## src/rtl/flash_own_pkg.sv

```systemverilog
package flash_own_pkg;

    typedef enum logic [1:0] {
        OWN_OFF    = 2'b00,
        OWN_MASTER = 2'b01,
        OWN_BOOT   = 2'b10
    } own_e;

    typedef enum logic {
        PH_IDLE = 1'b0,
        PH_WAIT = 1'b1
    } phase_e;

    typedef struct packed {
        logic done;
        logic err;
    } claim_rsp_t;

    typedef struct packed {
        logic ok;
        logic err;
    } xfer_rsp_t;

    function automatic logic owner_is_master(input own_e o);
        return o == OWN_MASTER;
    endfunction

endpackage

```

## src/rtl/flash_own_timer.sv

```systemverilog
module flash_own_timer #(
    parameter int TIMEOUT_TICKS = 200000
) (
    input  logic clk,
    input  logic rst,
    input  logic clear,
    input  logic run,
    input  logic tick,
    output logic expired
);
    localparam int CNT_W = $clog2(TIMEOUT_TICKS + 1);
    localparam logic [CNT_W-1:0] LAST = CNT_W'(TIMEOUT_TICKS - 1);

    logic [CNT_W-1:0] cnt_q;

    assign expired = run && tick && (cnt_q == LAST);

    always_ff @(posedge clk) begin
        if (rst || clear || expired) begin
            cnt_q <= '0;
        end else if (run && tick) begin
            cnt_q <= cnt_q + 1'b1;
        end
    end

    // the count never passes the budget
    a_r6_cnt_bound: assert property (@(posedge clk) disable iff (rst)
        cnt_q < CNT_W'(TIMEOUT_TICKS));

endmodule

```

## src/rtl/flash_own_fsm.sv

```systemverilog
module flash_own_fsm
    import flash_own_pkg::*;
(
    input  logic clk,
    input  logic rst,
    input  logic claim_req,
    input  logic release_req,
    input  logic xfer_req,
    input  logic boot_busy,
    input  logic tmo_expired,
    output own_e own_q,
    output logic waiting,
    output logic restart,
    output claim_rsp_t claim_rsp,
    output xfer_rsp_t xfer_rsp
);
    phase_e phase_q;
    logic   switch_req;

    assign switch_req = claim_req || (xfer_req && own_q == OWN_BOOT);
    assign waiting    = (phase_q == PH_WAIT);
    assign restart    = waiting && switch_req;

    always_ff @(posedge clk) begin
        if (rst) begin
            own_q     <= OWN_OFF;
            phase_q   <= PH_IDLE;
            claim_rsp <= '0;
            xfer_rsp  <= '0;
        end else begin
            claim_rsp    <= '0;
            xfer_rsp.ok  <= xfer_req && owner_is_master(own_q);
            xfer_rsp.err <= xfer_req && (own_q == OWN_OFF);
            case (phase_q)
                PH_IDLE: begin
                    if (switch_req) begin
                        if (owner_is_master(own_q)) begin
                            claim_rsp.done <= 1'b1;
                        end else if (!boot_busy) begin
                            own_q          <= OWN_MASTER;
                            claim_rsp.done <= 1'b1;
                        end else begin
                            phase_q <= PH_WAIT;
                        end
                    end else if (release_req) begin
                        own_q <= OWN_BOOT;
                    end
                end
                PH_WAIT: begin
                    if (!boot_busy) begin
                        own_q          <= OWN_MASTER;
                        claim_rsp.done <= 1'b1;
                        phase_q        <= PH_IDLE;
                    end else if (!restart && tmo_expired) begin
                        claim_rsp.err <= 1'b1;
                        phase_q       <= PH_IDLE;
                    end
                end
                default: phase_q <= PH_IDLE;
            endcase
        end
    end

    // no grant on an edge that sees the boot engine busy
    a_r5_no_grant_busy: assert property (@(posedge clk) disable iff (rst)
        (own_q != OWN_MASTER && boot_busy) |=> (own_q != OWN_MASTER));

    // a timeout leaves the owner where it was
    a_r6_err_keeps_owner: assert property (@(posedge clk) disable iff (rst)
        claim_rsp.err |-> $stable(own_q));

    // claim while master answers at the next edge
    a_r3_master_immediate: assert property (@(posedge clk) disable iff (rst)
        (phase_q == PH_IDLE && own_q == OWN_MASTER && claim_req) |=> claim_rsp.done);

    // a lone release while idle hands the pins to the boot engine
    a_r8_release_boot: assert property (@(posedge clk) disable iff (rst)
        (phase_q == PH_IDLE && release_req && !switch_req) |=> (own_q == OWN_BOOT));

    // grant and timeout never coincide
    a_r4_done_err_excl: assert property (@(posedge clk) disable iff (rst)
        !(claim_rsp.done && claim_rsp.err));

endmodule

```

## src/rtl/flash_pin_mux.sv

```systemverilog
module flash_pin_mux #(
    parameter int LANES = 4
) (
    input  logic             clk,
    input  logic             rst,
    input  logic             sel_master_d,
    input  logic             boot_sck,
    input  logic             boot_cs_n,
    input  logic [LANES-1:0] boot_dq_o,
    input  logic [LANES-1:0] boot_dq_oe,
    input  logic             mst_sck,
    input  logic             mst_cs_n,
    input  logic [LANES-1:0] mst_dq_o,
    input  logic [LANES-1:0] mst_dq_oe,
    output logic             flash_sck,
    output logic             flash_cs_n,
    output logic [LANES-1:0] flash_dq_o,
    output logic [LANES-1:0] flash_dq_oe
);
    logic sel_q;

    always_ff @(posedge clk) begin
        if (rst) sel_q <= 1'b0;
        else     sel_q <= sel_master_d;
    end

    assign flash_sck  = sel_q ? mst_sck  : boot_sck;
    assign flash_cs_n = sel_q ? mst_cs_n : boot_cs_n;

    for (genvar g = 0; g < LANES; g++) begin : g_lane
        assign flash_dq_o[g]  = sel_q ? mst_dq_o[g]  : boot_dq_o[g];
        assign flash_dq_oe[g] = sel_q ? mst_dq_oe[g] : boot_dq_oe[g];
    end

endmodule

```

## src/rtl/flash_own_arbiter.sv

```systemverilog
module flash_own_arbiter
    import flash_own_pkg::*;
#(
    parameter int TIMEOUT_TICKS = 200000,
    parameter int LANES         = 4
) (
    input  logic             clk,
    input  logic             rst,
    input  logic             tick_us,
    input  logic             claim_req,
    input  logic             release_req,
    input  logic             xfer_req,
    input  logic             boot_busy,
    input  logic             boot_sck,
    input  logic             boot_cs_n,
    input  logic [LANES-1:0] boot_dq_o,
    input  logic [LANES-1:0] boot_dq_oe,
    input  logic             mst_sck,
    input  logic             mst_cs_n,
    input  logic [LANES-1:0] mst_dq_o,
    input  logic [LANES-1:0] mst_dq_oe,
    output logic [1:0]       own_state,
    output logic             claim_done,
    output logic             claim_err,
    output logic             xfer_ok,
    output logic             xfer_err,
    output logic             flash_sck,
    output logic             flash_cs_n,
    output logic [LANES-1:0] flash_dq_o,
    output logic [LANES-1:0] flash_dq_oe
);
    own_e       own_q;
    logic       waiting;
    logic       restart;
    logic       tmo_expired;
    claim_rsp_t claim_rsp;
    xfer_rsp_t  xfer_rsp;

    flash_own_fsm u_fsm (
        .clk         (clk),
        .rst         (rst),
        .claim_req   (claim_req),
        .release_req (release_req),
        .xfer_req    (xfer_req),
        .boot_busy   (boot_busy),
        .tmo_expired (tmo_expired),
        .own_q       (own_q),
        .waiting     (waiting),
        .restart     (restart),
        .claim_rsp   (claim_rsp),
        .xfer_rsp    (xfer_rsp)
    );

    flash_own_timer #(.TIMEOUT_TICKS(TIMEOUT_TICKS)) u_timer (
        .clk     (clk),
        .rst     (rst),
        .clear   (!waiting || restart),
        .run     (waiting && boot_busy && !restart),
        .tick    (tick_us),
        .expired (tmo_expired)
    );

    flash_pin_mux #(.LANES(LANES)) u_mux (
        .clk          (clk),
        .rst          (rst),
        .sel_master_d (owner_is_master(own_q)),
        .boot_sck     (boot_sck),
        .boot_cs_n    (boot_cs_n),
        .boot_dq_o    (boot_dq_o),
        .boot_dq_oe   (boot_dq_oe),
        .mst_sck      (mst_sck),
        .mst_cs_n     (mst_cs_n),
        .mst_dq_o     (mst_dq_o),
        .mst_dq_oe    (mst_dq_oe),
        .flash_sck    (flash_sck),
        .flash_cs_n   (flash_cs_n),
        .flash_dq_o   (flash_dq_o),
        .flash_dq_oe  (flash_dq_oe)
    );

    assign own_state  = own_q;
    assign claim_done = claim_rsp.done;
    assign claim_err  = claim_rsp.err;
    assign xfer_ok    = xfer_rsp.ok;
    assign xfer_err   = xfer_rsp.err;

    // a settled master owner sees the master's pins
    a_r9_master_pins: assert property (@(posedge clk) disable iff (rst)
        (own_q == OWN_MASTER && $past(own_q) == OWN_MASTER)
            |-> (flash_cs_n == mst_cs_n && flash_dq_o == mst_dq_o));

    // a settled non-master owner sees the boot engine's pins
    a_r9_boot_pins: assert property (@(posedge clk) disable iff (rst)
        (own_q != OWN_MASTER && $past(own_q) != OWN_MASTER)
            |-> (flash_cs_n == boot_cs_n && flash_dq_oe == boot_dq_oe));

endmodule

```

## config.mk

```make
export PLATFORM = sky130hd
export DESIGN_NAME = flash_own_arbiter
export DESIGN_NICKNAME = d
export VERILOG_FILES = /design/src/rtl/flash_own_pkg.sv /design/src/rtl/flash_own_timer.sv /design/src/rtl/flash_own_fsm.sv /design/src/rtl/flash_pin_mux.sv /design/src/rtl/flash_own_arbiter.sv
export SDC_FILE = /design/constraint.sdc
export NUM_CORES = 1
export LEC_CHECK = 0
export ABC_AREA = 1
export BUFFER_PORTS_ARGS = -buffer_cell sky130_fd_sc_hd__clkbuf_2
export CAP_MARGIN = 20
export CORE_MARGIN = 4
export CORE_UTILIZATION = 56
export CTS_CLUSTER_SIZE = 16
export DETAILED_ROUTE_END_ITERATION = 8
export MAX_ROUTING_LAYER = met4
export PLACE_DENSITY_LB_ADDON = 0.05
export REMOVE_ABC_BUFFERS = 1
export SYNTH_ARGS = -nofsm -noshare
export SYNTH_HDL_FRONTEND = slang
export SYNTH_SLANG_ARGS = --single-unit
```

## constraint.sdc

```tcl
create_clock -name clk -period 3 [get_ports clk]
set_input_delay 0.9 -clock clk [delete_from_list [all_inputs] [get_ports clk]]
set_output_delay 0.9 -clock clk [all_outputs]
set_load 0.005 [all_outputs]
```

==> summary.txt, run 1 <==
Yosys
  – #FFs+latches synth: 26
  – Synth Flop Type: dfxtp_1
  – Syn avg cell area: between 7 and 8 sq um
  – Netlist cell types: 33
  – Synth Area in Compound Gates: under 10%
  – Main combinational cell family by area after synthesis: simple AND/OR/NAND/NOR gates
  – Post-synth EDFFs: 0
  – Simple-gate share of the synthesized area: a little over two fifths
  – Synth Cell Area: 1610 sq um
  – Synth warnings: 0
  – Register area share after synthesis: between 30 and 40%
  – Xor and xnor area share after synthesis: under 10%
  – Synth Area in Adders: 0.778%
  – Post-synthesis mux area share: ~7%
  – Asr flop ratio synth: 0%
  – Cells after synthesis: 216

Floorplanning
  – Row count: 19
  – Die Y: between 60 and 70 microns
  – CORE AREA: approximately 2800 sq um
  – Initial core utilization: between 50% and 60%
  – Number of I/O pins: 43
  – Die X: a little over 60 microns
  – Full die area: 3800 sq um

Placed design
  – Post-Place Cells: roughly 290
  – Setup slack at placement: around 750 ps
  – Post-DP HPWL: 2.64 mm
  – Port buffer count: 42
  – Final Wtd Congestion: about 0.85

Worst hold path
  – Hold path startpoint: u_fsm.own_q[0]$_SDFFE_PP0P_
  – Hold Crit Depth: 1
  – Hold Path Class: reg2reg
  – Hold path endpoint: u_fsm.xfer_rsp[0]$_SDFF_PP0_

Worst setup path
  – RR Startpoint: u_timer.cnt_q[0]$_SDFFE_PP0P_
  – WP data required: 2100 ps
  – Worst-path fanout max: 10
  – FF-to-FF path depth: 10
  – Crit. End Element: output pin
  – RR Endpoint: u_timer.cnt_q[13]$_SDFFE_PP0P_
  – Startpoint Class: flop
  – CP Class: reg2out
  – Flop-to-flop setup slack: approximately 1200 ps
  – Crit path DAT: ~1400 ps

GRT
  – Grt met3 use: roughly 1.9%
  – Pin count of the biggest net entering global routing: 15
  – GR peak layer: met2
  – GR Layer Usage met1: between 20% and 30%
  – First-pass GRT wire length: between 5 and 6 mm
  – Vias in the first global route: between 1,000 and 1,500
  – Global-route track usage on met2: between 30% and 40%
  – GRT Total Usage: approximately a fifth
  – Grt total ovfl: 0
  – Initial antenna violation count: 0

CTS
  – H-tree Lvls: 1
  – Root buf cell: clkbuf_4
  – CTS resizes: 0
  – Setup Buffers After CTS: 0
  – Num CTS Buffers: 3
  – Clk sink count: 26
  – Cts hold-fix bufs: 0
  – Clk slew on worst S/H paths: approximately 140 ps
  – Insertion delay of the later-clocked pin in the worst-skew pair: roughly 330 ps
  – CTS tree: built
  – Max Root-Sink Buffers: 2

Cells and area
  – Non-Filler Instances: approximately 290
  – Fillers: around 250
  – Layout cells sized above 1: approximately 34%
  – Area Growth Syn to Fin: 15.3%
  – Footprint of the multi-input gates: about 900 sq um
  – Most frequent cells in the layout: nand2_1 (45), clkbuf_2 (42), inv_1 (31), dfxtp_1 (26), nor2_1 (20)
  – Commonest non-fill, non-tap cell in the layout: nand2_1
  – ANT cells: 0
  – FF/Latch Area: ~520 sq um
  – Nets: 287

Flow run
  – Max-cap violations: 0

STA
  – RSZ-0062 raised after global routing: false
  – Period utilisation layout: about 77%
  – Clk_skew: approximately 2.1 ps
  – Min Hold Slack: ~470 ps
  – Final min period: between 2000 and 2500 ps
  – Final setup fails: 0
  – Setup ws final: slightly below 700 ps
  – Slew HR: 73.0%
  – Final hold violation count: 0
  – Fin. max-slew vios: 0
  – Setup TNS: 0 ps
  – Highest clock rate: between 400 and 500 MHz
  – Slew of the pin with the lowest slew margin: ~400 ps

Routing
  – Drt initial violations: 39
  – Vias/cell: around 5
  – DR WL/cell: 11.6 microns
  – Final WL: around 3.4 mm
  – Drt pass-1 iters: 4
  – Detail Route Antenna Nets: 0
  – Vias: between 1,000 and 1,500
  – Drc violations: 0

Power and ir drop
  – Leak Pwr: between 0.8 and 0.9 nW
  – VDD IR-drop max: roughly 290 uV
  – Total power: 0.609 mW
  – Power per cell area: ~330 nW/um^2

Status
  – Status: finished, final reports clean
[worst max-delay path by stage]
stage	startpoint	to	slack, ps	depth (start not counted)
detailed placement	boot_dq_o[2]	flash_dq_o[2]	750	3
global route	u_mux.sel_q$_SDFF_PP0_	flash_sck	600	2
global placement	mst_dq_oe[3]	flash_dq_oe[3]	760	3
floorplan	mst_cs_n	flash_cs_n	950	1
CTS	u_mux.sel_q$_SDFF_PP0_	flash_dq_o[0]	670	2
finish	u_mux.sel_q$_SDFF_PP0_	flash_dq_o[0]	680	2
[layer usage]
| metal | vias up | wire length (microns) |
|---|---|---|
| met5 | - | 0 |
| met2 | 53 | 1560 |
| met3 | 4 | 334 |
| met4 | 0 | 61 |
| met1 | 629 | 1400 |
| li1 | 775 | - |
[state kept, by name (all words and copies together) (netlist names)]
| name | flops |
|---|---|
| u_timer.cnt_q | 18 |
| u_fsm.claim_rsp | 2 |
| u_fsm.own_q | 2 |
| u_fsm.xfer_rsp | 2 |
| u_fsm.waiting | 1 |
| u_mux.sel_q | 1 |
[cell type report]
| type | count | area share, % |
|---|---|---|
| Multi-Input combinational cell | 152 | 49.7 |
| Sequential cell | 26 | 28.1 |
| Timing Repair Buffer | 42 | 11.3 |
| Inverter | 34 | 6.88 |
| Tap cell | 31 | 2.09 |
| Clock buffer | 4 | 1.96 |
[critical path: stages, from the launching register on]
cell and delay (ps):
dfxtp_1 590, mux2_2 390, clkbuf_2 110
[power by group]
group          internal, mW  switching (mW)  total [mW]
clock                0.0743           0.109       0.183
combinational        0.0372          0.0318      0.0690
sequential            0.351         0.00583       0.357
[logic make-up (layout without fill, tap and decap cells)]
family,Yosys count,in the layout
simple gates,124,124
mux,10,10
flops,26,26
compound gates,12,12
buf+inv,38,80
fa+ha+maj,1,1
xor+xnor,5,5
[Yosys cell counts, types with 2 or more instances]
| master | n | area, sq um |
|---|---|---|
| xor2_1 | 5 | 43.8 |
| a21oi_1 | 4 | 20.0 |
| inv_2 | 3 | 11.3 |
| nor2_2 | 7 | 43.8 |
| nand4_1 | 6 | 37.5 |
| nand2_2 | 5 | 31.3 |
| nor2_1 | 20 | 75.1 |
| mux2_2 | 10 | 113 |
| nand2_1 | 45 | 169 |
| a21oi_2 | 5 | 43.8 |
| dfxtp_1 | 26 | 521 |
| nor4_1 | 4 | 25.0 |
| nand3_1 | 9 | 45.0 |
| nor2_4 | 2 | 22.5 |
| nor3_1 | 13 | 65.1 |
| clkbuf_1 | 2 | 7.51 |
| inv_1 | 31 | 116 |
| nor2_8 | 2 | 40.0 |
| nor3_2 | 2 | 20.0 |
| nand3_2 | 2 | 20.0 |
[per-stage QoR]
stage	area [sq um]	util, %
floorplan	1570	-
global placement	1820	66.0
detailed placement	1820	66.0
CTS	1860	67.3
global route	1860	67.3
finish	1860	67.3
No activity file was read; power rests on OpenSTA's default activity.
==> inputs of run 2 (changes only) <==
CORE_UTILIZATION = 47   (was 56)
clock period = 2.13 ns   (was 3 ns; I/O delays follow)
==> run 2 against run 1 <==
  * Setup slack lost 490 ps
  * Largest power group unchanged
  * Die area is 17% higher
  * Power rose by 56%
  * Wire length increased by 6.1%
  * Cell area rose by 2.6%
  * Combinational power is 44% higher
  * Clock-buffer cell count is 1 lower
  * Clock power up 89%
  * Hold slack got worse by 2.3 ps
  * Critical path type unchanged
==> summary.txt, run 2 (synthesized netlist as in run 1, its figures left out) <==
Power and ir drop
  – Sequential share of power: 53.0% (-5.6 points)
  – Clock network fraction of design power: 36.5% (+6.4 points)
  – Sw Share: 22.2% (-1.9 points)
  – VDD IR-drop max: 604 uV (+110%)
  – Leak Pwr: 0.827 nW (+2.1%)
  – Power per cell area: 498 nW/um^2 (+52%)
  – Combinational share of power: 10.5% (-0.8 points)
  – Psw: 0.210 mW (+43%)
  – Cell internal pwr: 0.738 mW (+60%)

GRT
  – GRT Total Usage: 17.7% (-1.8 points)
  – Vias in the first global route: 1,360 (+6.7%)
  – Pin count of the biggest net entering global routing: 16 (+1)
  – Grt total ovfl: 0 (unchanged)
  – Initial antenna violation count: 0 (unchanged)
  – First-pass GRT wire length: 6.01 mm (+12%)

Cells and area
  – Number of flip-flops in the largest register: 18 (unchanged)
  – Layout cells sized above 1: 35.0% (+0.89 points)
  – Nets: 289 (+0.70%)
  – Fillers: 320 (+26%)
  – Area Growth Syn to Fin: 18.4%
  – Reg with most FFs: u_timer.cnt_q
  – ANT cells: 0 (unchanged)
  – Commonest non-fill, non-tap cell in the layout: nand2_1
  – Most frequent cells in the layout: nand2_1 (45), clkbuf_2 (42), inv_1 (31), dfxtp_1 (25), nor2_1 (20)

Status
  – Status: finished, final reports clean

CTS
  – Max Root-Sink Buffers: 2 (unchanged)
  – H-tree Lvls: 1 (unchanged)
  – Clk sink count: 26 (unchanged)
  – Insertion delay of the later-clocked pin in the worst-skew pair: 330 ps (about the same)
  – Root buf cell: clkbuf_4
  – Clk slew on worst S/H paths: 150 ps (about the same)
  – CTS tree: built
  – Num CTS Buffers: 3 (unchanged)
  – Cts hold-fix bufs: 0 (unchanged)

Worst setup path
  – Crit path max-delay family: flip-flops
  – Crit path buffers/inverters: 1 (unchanged)
  – Worst-path fanout max: 10 (unchanged)
  – Critical Path, Cell by Cell: mux2_2 > clkbuf_2
  – CP Class: reg2out
  – CP max stage delay: 480 ps (-110 ps)
  – WP data required: 1490 ps (-610 ps)
  – Crit path DAT: 1300 ps (-120 ps)
  – Crit. End Element: output pin
  – Startpoint Class: flop
  – Worst path slowest cell: dfxtp_2

Flow run
  – Max-cap violations: 0 (unchanged)

Routing
  – Drt initial violations: 89 (+130%)
  – DR WL/cell: 11.7 microns (+0.82%)
  – Final WL: 3.56 mm (+6.1%)
  – Met3 WL: 116 microns (-65%)
  – Drc violations: 0 (unchanged)
  – Vias: 1,449 (-0.82%)
  – Vias/cell: 4.77 (-5.7%)
  – Detail Route Antenna Nets: 0 (unchanged)
  – Drt pass-1 iters: 4 (unchanged)
  – Met2 Wirelength: 1.75 mm (+12%)
  – Top Layer Used: met4
  – Met1 Routed Length: 1.68 mm (+20%)

STA
  – RSZ-0062 raised after global routing: false
  – Setup TNS: 0 ps (unchanged)
  – Fin. max-slew vios: 0 (unchanged)
  – Slew of the pin with the lowest slew margin: 377 ps (-27.5 ps)
  – Final hold violation count: 0 (unchanged)
  – Final setup fails: 0 (unchanged)
  – Clk_skew: 8.11 ps (+6.02 ps)
  – Slew HR: 74.7% (+1.7 points)
  – Setup ws final: 195 ps (-489 ps)
  – Period utilisation layout: just over 90%
  – Highest clock rate: approximately 520 MHz
  – Final min period: around 1900 ps

Floorplanning
  – Number of I/O pins: 43 (unchanged)
  – Die Y: 66.5 microns (+8.0%)
  – CORE AREA: 3150 sq um (+14%)
  – Die X: 66.5 microns (+8.0%)
  – Initial core utilization: 51.0% (-7.3 points)
  – Full die area: 4420 sq um (+17%)
  – Row count: 20 (+1)

Placed design
  – Setup slack at placement: 259 ps (-486 ps)
  – Port buffer count: 42 (unchanged)
  – Post-DP HPWL: 2.92 mm (+11%)
  – Final Wtd Congestion: 0.841 (-0.46%)

Worst hold path
  – Hold Path Class: reg2reg
==> run 2: cell count changes in the layout (fill, tap and decap cells not counted) <==
cell / before / now
clkbuf_8: 1 / 0
dfxtp_2: 0 / 1
bufinv_16: 0 / 1
buf_4: 0 / 2
dfxtp_1: 26 / 25
==> run 2: through the flow <==
step           cell area [sq um]  hold slack (ps)  utilization (%)  instances  power, mW
3_5_place_dp                1850              450             58.7        300      0.614
6_report                    1900              464             60.4        304      0.948
5_1_grt                     1900              501             60.4        304      0.998
2_1_floorplan               1570              442                -        212      0.560
3_3_place_gp                1850              450             58.7        300      0.613
4_1_cts                     1900              471             60.4        304      0.957
==> run 2: layout make-up <==
type                       instances  area [sq um]  share of cell area [%]
multi-input combinational        152           922                    48.4
sequential                        26           522                    27.4
timing repair buffer              44           225                    11.8
inverter                          34           128                    6.70
tap                               44          55.1                    2.89
clock inverter                     1          30.0                    1.58
clock buffer                       3          22.5                    1.18
==> run 2: path summary, 6_finish.rpt <==
kind                                      start                        endpoint  slack [ps]  cells after the start
hold / removal      u_fsm.own_q[0]$_SDFFE_PP0P_    u_fsm.xfer_rsp[0]$_SDFF_PP0_         460                      1
hold reg to reg     u_fsm.own_q[0]$_SDFFE_PP0P_    u_fsm.xfer_rsp[0]$_SDFF_PP0_         460                      1
setup / recovery         u_mux.sel_q$_SDFF_PP0_                   flash_dq_o[0]         200                      2
setup reg to reg  u_timer.cnt_q[0]$_SDFFE_PP0P_  u_timer.cnt_q[13]$_SDFFE_PP0P_         440                     10
==> run 2: worst register-to-register path, cell delays in order (launching register included) <==
cell	delay, ps
dfxtp_1	420
ha_1	190
nand3_1	90
nor2_2	150
inv_2	80
nor2_8	150
nand2_2	100
nand2_4	210
inv_2	100
nand2_1	70
nor2_1	40
==> run 2: power by group through the flow <==
| stage | Clock [mW] | Sequential (mW) | Combinational, mW |
|---|---|---|---|
| 2_1_floorplan | 0 | 0.513 | 0.0468 |
| 3_3_place_gp | 0 | 0.513 | 0.0992 |
| 3_5_place_dp | 0 | 0.513 | 0.101 |
| 4_1_cts | 0.354 | 0.503 | 0.101 |
| 5_1_grt | 0.382 | 0.505 | 0.112 |
| 6_report | 0.346 | 0.503 | 0.0996 |
==> run 2: layer usage <==
layer	vias to the layer above	track usage, %
met5	-	-
met4	0	3.05
met3	2	4.05
met2	26	28.9
met1	641	22.7
li1	780	-
==> run 2: repair_timing <==
action                                 in CTS  in global routing
endpoints found under the hold margin       0                  0
setup buffers                               0                  0
gates resized for setup                     0                  1
setup endpoints to repair                   0                 10
